<file path="config.mk">
export PLATFORM = sky130hd
export DESIGN_NAME = cvo_region
export DESIGN_NICKNAME = d
export VERILOG_FILES = /design/src/rtl/cvo_pkg.sv /design/src/rtl/cvo_region.sv
export SDC_FILE = /design/constraint.sdc
export NUM_CORES = 1
export LEC_CHECK = 0
export ABC_CLOCK_PERIOD_IN_PS = 6900
export BUFFER_PORTS_ARGS = -buffer_cell sky130_fd_sc_hd__buf_2
export CORE_ASPECT_RATIO = 1.25
export CORE_MARGIN = 5
export CORE_UTILIZATION = 58
export CTS_CLUSTER_DIAMETER = 50
export DETAILED_ROUTE_END_ITERATION = 7
export GPL_TIMING_DRIVEN = 0
export PLACE_DENSITY = 0.82
export SLEW_MARGIN = 10
export SYNTH_ARGS = -nofsm -noshare
export SYNTH_HDL_FRONTEND = slang
export SYNTH_SLANG_ARGS = --single-unit
</file>
<file path="constraint.sdc">
create_clock -name clk -period 6.9 [get_ports clk]
set_input_delay 1.035 -clock clk [delete_from_list [all_inputs] [get_ports clk]]
set_output_delay 1.035 -clock clk [all_outputs]
set_load 0.005 [all_outputs]
</file>
<file path="src/rtl/cvo_pkg.sv">
package cvo_pkg;
    // one granule is 128 KiB
    localparam int GRAN_SHIFT = 17;

    // register select field
    localparam int SEL_W = 4;
    localparam logic [SEL_W-1:0] SEL_CFG     = 4'd0;
    localparam logic [SEL_W-1:0] SEL_BASE_LO = 4'd1;
    localparam logic [SEL_W-1:0] SEL_BASE_HI = 4'd2;
    localparam logic [SEL_W-1:0] SEL_SIZE    = 4'd3;
    localparam logic [SEL_W-1:0] SEL_WL0     = 4'd4;

    // configuration word bit positions
    localparam int CB_PROTECT    = 0;
    localparam int CB_LOCK       = 1;
    localparam int CB_UNTRANS    = 2;
    localparam int CB_RD_LVL     = 3;
    localparam int CB_WR_LVL     = 7;
    localparam int CB_RD_NOCHK   = 14;
    localparam int CB_WR_NOCHK   = 18;
    localparam int CB_SEC_WR_BYP = 23;
    localparam int CB_SEC_RD_BYP = 24;
endpackage

</file>
<file path="src/rtl/cvo_region.sv">
module cvo_region
    import cvo_pkg::*;
#(
    parameter int ADDR_W   = 40,
    parameter int SIZE_W   = 20,
    parameter int WL_WORDS = 5,
    parameter int CLIENT_W = 8
) (
    input  logic                clk,
    input  logic                rst_n,
    input  logic                wr_en,
    input  logic [SEL_W-1:0]    wr_sel,
    input  logic [31:0]         wr_data,
    input  logic                wr_secure,
    input  logic [ADDR_W-1:0]   req_addr,
    input  logic [CLIENT_W-1:0] req_client,
    input  logic                req_write,
    input  logic [1:0]          req_level,
    input  logic                req_secure,
    input  logic                req_translated,
    output logic                hit,
    output logic                allow,
    output logic [31:0]         cfg_o,
    output logic [SIZE_W-1:0]   size_o
);
    localparam int BHI_W    = ADDR_W - 32;
    localparam int WL_BITS  = WL_WORDS * 32;
    localparam int PAD_BITS = 1 << CLIENT_W;
    localparam int SPAN_W   = SIZE_W + GRAN_SHIFT;
    localparam int CMP_W    = ((ADDR_W > SPAN_W) ? ADDR_W : SPAN_W) + 1;

    typedef struct packed {
        logic [31:0]        cfg;
        logic [31:0]        blo;
        logic [BHI_W-1:0]   bhi;
        logic [SIZE_W-1:0]  size;
        logic [WL_BITS-1:0] wl;
    } rg_t;

    rg_t s_d, s_q;
    logic wr_open;

    // next-state: register writes gated by the lock rules
    always_comb begin
        s_d     = s_q;
        wr_open = !s_q.cfg[CB_LOCK] || (s_q.cfg[CB_PROTECT] && wr_secure);
        if (wr_en && wr_open) begin
            case (wr_sel)
                SEL_CFG:     s_d.cfg  = wr_data;
                SEL_BASE_LO: s_d.blo  = wr_data;
                SEL_BASE_HI: s_d.bhi  = wr_data[BHI_W-1:0];
                SEL_SIZE:    s_d.size = wr_data[SIZE_W-1:0];
                default: begin
                    for (int k = 0; k < WL_WORDS; k++) begin
                        if (wr_sel == SEL_W'(int'(SEL_WL0) + k))
                            s_d.wl[k*32 +: 32] = wr_data;
                    end
                end
            endcase
        end
    end

    always_ff @(posedge clk or negedge rst_n) begin
        if (!rst_n) s_q <= '0;
        else        s_q <= s_d;
    end

    // address match
    logic [CMP_W-1:0] base_x, lim_x, addr_x;
    logic             type_ok;
    always_comb begin
        base_x  = CMP_W'({s_q.bhi, s_q.blo});
        lim_x   = base_x + (CMP_W'(s_q.size) << GRAN_SHIFT);
        addr_x  = CMP_W'(req_addr);
        type_ok = !(s_q.cfg[CB_UNTRANS] && req_translated);
        hit     = (s_q.size != '0) && (addr_x >= base_x) && (addr_x < lim_x) && type_ok;
    end

    // permission decision
    logic [PAD_BITS-1:0] wl_pad;
    logic [4:0]          li;
    logic                client_ok, lvl_rd, lvl_wr, bypass;
    always_comb begin
        wl_pad    = PAD_BITS'(s_q.wl);
        client_ok = wl_pad[req_client];
        li        = {3'b000, req_level};
        lvl_rd    = s_q.cfg[5'(CB_RD_LVL) + li] | s_q.cfg[5'(CB_RD_NOCHK) + li];
        lvl_wr    = s_q.cfg[5'(CB_WR_LVL) + li] | s_q.cfg[5'(CB_WR_NOCHK) + li];
        bypass    = req_secure && (req_write ? s_q.cfg[CB_SEC_WR_BYP] : s_q.cfg[CB_SEC_RD_BYP]);
        allow     = bypass || (client_ok && (req_write ? lvl_wr : lvl_rd));
    end

    assign cfg_o  = s_q.cfg;
    assign size_o = s_q.size;
endmodule

</file>
# Word level (Yosys, flattened, before mapping)
# Cells that the tools add are included.
[word_totals]
reg_bits = 252
input_bits = 93
output_inout_bits = 54
wordCells = 68
[classes]
add_sub_neg = 5
magnitude_cmp = 7
eq_ne = 8
muxes = 12
bitwise = 3
reduce_logical = 24
[ops]
columns = ["op", "count"]
rows = [
  ["$add A40 B37 Y41", 1],
  ["$lt A40 B41 Y1", 1],
  ["$ge A40 B40 Y1", 1],
  ["$bmux W1 S5", 4],
  ["$reduce_bool A20 Y1", 1],
  ["$eq A4 B3 Y1 const B", 4],
  ["$reduce_and A3 Y1", 5],
  ["$lt A5 B6 Y1 const B", 2],
  ["$lt A8 B9 Y1 const B", 1],
  ["$bmux W1 S8", 1],
  ["$eq A4 B2 Y1 const B", 2],
  ["$logic_and A1 B1 Y1", 8],
  ["$reduce_and A2 Y1", 4],
  ["$mux W1", 7],
  ["$lt A3 B6 Y1 const B", 1],
  ["$lt A4 B6 Y1 const B", 1],
  ["$add A4 B2 Y5 const A", 1],
  ["$add A5 B2 Y5 const A", 1],
  ["$add A3 B2 Y4 const A", 1],
  ["$eq A4 B1 Y1 const B", 1],
  ["$eq A4 B4 Y1 const B", 1],
  ["$logic_not A4 Y1", 1],
  ["$reduce_or A4 Y1", 1],
  ["$add A2 B2 Y3 const A", 1],
  ["other kinds (4)", 7],
]

# Longest topological paths before layout
[depth]
depth_word = 7
depth_mapped = 18
mapped_depth_nobuf = 18

# Worst setup path before layout
# OpenSTA, ideal clock, no wires.
[synth_timing]
path_kind = "flip-flop to output port"
startpoint = "register s_q (netlist bit size_o[0])"
endpoint = "output hit"
arrival_ns = 3.217
required_time_ns = 5.865
slack_ns = 2.648
stages_incl_launch_ff = 17
n_path_buf = 0
cell_sequence = "dfrtp_1 ha_1 inv_1 fa_1 nor2b_1 o21a_1 o21ai_1 a211o_1 nand2_1 a21oi_1 o311a_1 ha_1 a211oi_1 o21ai_0 nor4_1 o21ai_0 a211oi_1"
[synth_via]
elab_chain_len = 4
elab_cells_between_ends = 6
[synth_lines]
columns = ["item", "line_no", "text"]
rows = [
  ["start: declaration", "cvo_region.sv:40", "rg_t s_d, s_q;"],
  ["start signal: assignment", "cvo_region.sv:64", "if (!rst_n) s_q <= '0;"],
  ["start signal: assignment", "cvo_region.sv:65", "else s_q <= s_d;"],
  ["$add A40 B37 Y41 or $reduce_bool A20 Y1 (tied branches)", "cvo_region.sv:73, cvo_region.sv:76", ""],
  ["$lt A40 B41 Y1 or $logic_and A1 B1 Y1 (tied branches)", "cvo_region.sv:76", "hit = (s_q.size != '0) && (addr_x >= base_x) && (addr_x < lim_x) && type_ok;"],
  ["$logic_and A1 B1 Y1 * (2 in a row)", "cvo_region.sv:76", ""],
  ["end: declaration", "cvo_region.sv:21", "output logic hit,"],
]
# Every way passes the cells marked *; elsewhere a longest branch is shown, timed or not.

# Worst setup path in the final report
# Ends and elaborated chain as after synthesis.

==> results.ini <==
[flow_run]
maxCapViolCount=0

[die]
rows=63
start_util_pct=58.8
die_area_um2=27200
fp.dieW_um=148
fp.coreArea_um2=23600
io_pins=147
fp.dieH_um=183

[yosys]
yosys_warnings=0
synth_edf_count=0
synthTopCellsByArea=dfrtp_1, mux2_2, ha_1
synthesis.nets=1264
synth_flop_cell=dfrtp_1
ys_types=59
synth.top_cell.area_share_pct=45.3
synth_area_per_cell_um2=12.8
syn_inst=1086
ys_seq_area_share_pct=45.3
synth-seq-cells=252
syn_area_um2=13900
yosys.area.top_type=dfrtp_1
async_flop_share_pct=100

[grt]
antenna_found_initial=2
grt_pass1_vias=10307
gr-usage-all-layers_pct=27.1
overflow=0
grt_max_degree=117
grt_pass1_wl_um=57100

[clocking]
cts_buffers=23
clock_path_buffers=3
cts.clk_slew.worst_paths_ps=70
cts-root-buf=clkbuf_16
clk_latency_ps=500
post_cts_buffers=0
cts_sinks=252
htree_levels=1
cts_tree=built
cts_resized=0
cts_hold_buf=0

[final_layout]
area_growth_pct=14.4
layout-drive-gt1-share_pct=42.6
fin_area_um2=15900
final_nets=1433

[sta]
skew_ps=7.25
relSlewSlack_pct=44.4
maxSlewViolCount=0
max_freq_mhz=175
fin_tns_setup_ps=0
tightest_slew_ps=834
grt_setup_unrepaired=no
min_period_ps=5730
hold_viol_final=0
period_share_pct=83.0
finalSetupViolCount=0

[outcome]
status=finished clean

[power]
total_power_uw=5270
leakage_uw=0.00745
ir_drop_mv=0.261
p_per_area_nw_per_um2=331

[critical_path]
arrival_ps=4690
crit_type=reg2out
endpoint_kind=output pin
crit_fanout=5
crit_required_ps=5860
start_kind=register

[route]
ant_nets=0
first_pass_iters=5
wirelength_um=36700
drt_iter0_markers=659
wire_per_inst_um=23.4
vias=9686
drc=0
viasPerCell=6.19

[place]
place_congestion=0.913
place_area_um2=15000
io_buffer_count=142
hpwl_um=26800

[min_path]
hold_class=in2async

cell families after synthesis:
family / after synthesis / synth area share, %
AO/OA/AOI/OAI: 158 / 7.53
XOR/XNOR: 18 / 1.13
adder cells (fa/ha/maj): 85 / 7.70
buffers and inverters: 143 / 5.51
flip-flops: 252 / 45.3
multiplexers: 307 / 28.1
AND/OR/NAND/NOR: 123 / 4.63
critical path, cell delays in order (launching register included):
cell      delay (ps)
dfrtp_1          460
ha_1             200
inv_1             50
fa_1             400
nor2b_1          140
o21a_1           140
o21ai_1          100
a211o_1          320
nand2_1          200
a21oi_1          100
o311a_1          320
ha_1             290
a211oi_1         210
o21ai_0          280
nor4_1           420
o21ai_0          150
a211oi_1         220
buf_2            160
where the power goes:
part	internal (uW)	switching [uW]	total, uW
logic	931	814	1740
registers	1840	256	2100
clock network	879	548	1430
per-stage QoR:
step | std cells | util (%) | hold slack (ps) | setup WS, ps
after floorplan | 1086 | - | 474 | 2650
after global placement | 1520 | 63.4 | 481 | 475
after detailed placement | 1522 | 63.6 | 490 | 1660
after CTS | 1563 | 67.2 | 433 | 1130
after global routing | 1565 | 67.3 | 452 | 894
final | 1566 | 67.3 | 430 | 1170
final cells by class:
cell class,count,area (um^2)
plain buffers,91,571
diodes,3,7.51
multi-input cells,691,6830
fillers,1697,7740
well taps,292,365
clock buffers,28,634
clock inverters,13,220
flip-flops and latches,252,6310
repair buffers,144,776
inverters,52,195
flip-flops by register name, summed over array words and instances (netlist names):
name    flops
s_q       160
base_x     40
cfg_o      32
size_o     20
metal layers:
metal | share of wire (%) | track usage, % | up-vias | wire [um]
met1 | 39 | 33.8 | 4911 | 14200
li1 | - | - | 4320 | -
met3 | 5.7 | 3.16 | 105 | 2100
met4 | 4.5 | 11.0 | 0 | 1660
met5 | 0 | 0 | - | 0
met2 | 51 | 47.9 | 350 | 18800
cells in the mapped netlist, types with 5 or more instances:
library cell,instances
nor2_1,19
clkbuf_1,17
nor3_1,5
o21ai_0,23
a31oi_1,6
mux2i_1,13
nand3_1,16
buf_1,13
a21o_1,20
mux2_2,252
nor2b_1,14
ha_1,84
nand4_1,12
buf_4,52
and2_1,5
a22oi_1,13
a211oi_1,8
nand2_1,26
inv_1,52
xnor2_1,7
mux4_2,42
dfrtp_1,252
nor4_1,8
o211ai_1,8
buf_2,6
a21oi_1,43
xor2_1,11
worst paths after layout:
kind / slack (ps) / endpoint / start / cells past startpoint
worst max-delay path: 1170 / hit / size_o[0]$_DFFE_PN0P_ / 17
worst min-delay path: 430 / cfg_o[10]$_DFFE_PN0P_ / rst_n / 1
worst max register to register: 4120 / s_q[20]$_DFFE_PN0P_ / cfg_o[0]$_DFFE_PN0P_ / 6
worst min register to register: 510 / s_q[54]$_DFFE_PN0P_ / s_q[54]$_DFFE_PN0P_ / 1
max in group asynchronous: 5560 / base_x[30]$_DFFE_PN0P_ / rst_n / 2
min in group clk: 510 / s_q[54]$_DFFE_PN0P_ / s_q[54]$_DFFE_PN0P_ / 1
layout by cell type (no fill, tap or decap), types with 19 or more instances in the layout:
| cell | Yosys | layout |
|---|---|---|
| a21o_1 | 20 | 20 |
| a21oi_1 | 43 | 43 |
| buf_2 | 6 | 147 |
| buf_4 | 52 | 52 |
| clkbuf_16 | 0 | 23 |
| dfrtp_1 | 252 | 252 |
| ha_1 | 84 | 84 |
| inv_1 | 52 | 52 |
| mux2_2 | 252 | 252 |
| mux4_2 | 42 | 42 |
| nand2_1 | 26 | 26 |
| nor2_1 | 19 | 19 |
| o21ai_0 | 23 | 23 |
Power figures use the tool's default switching activity.
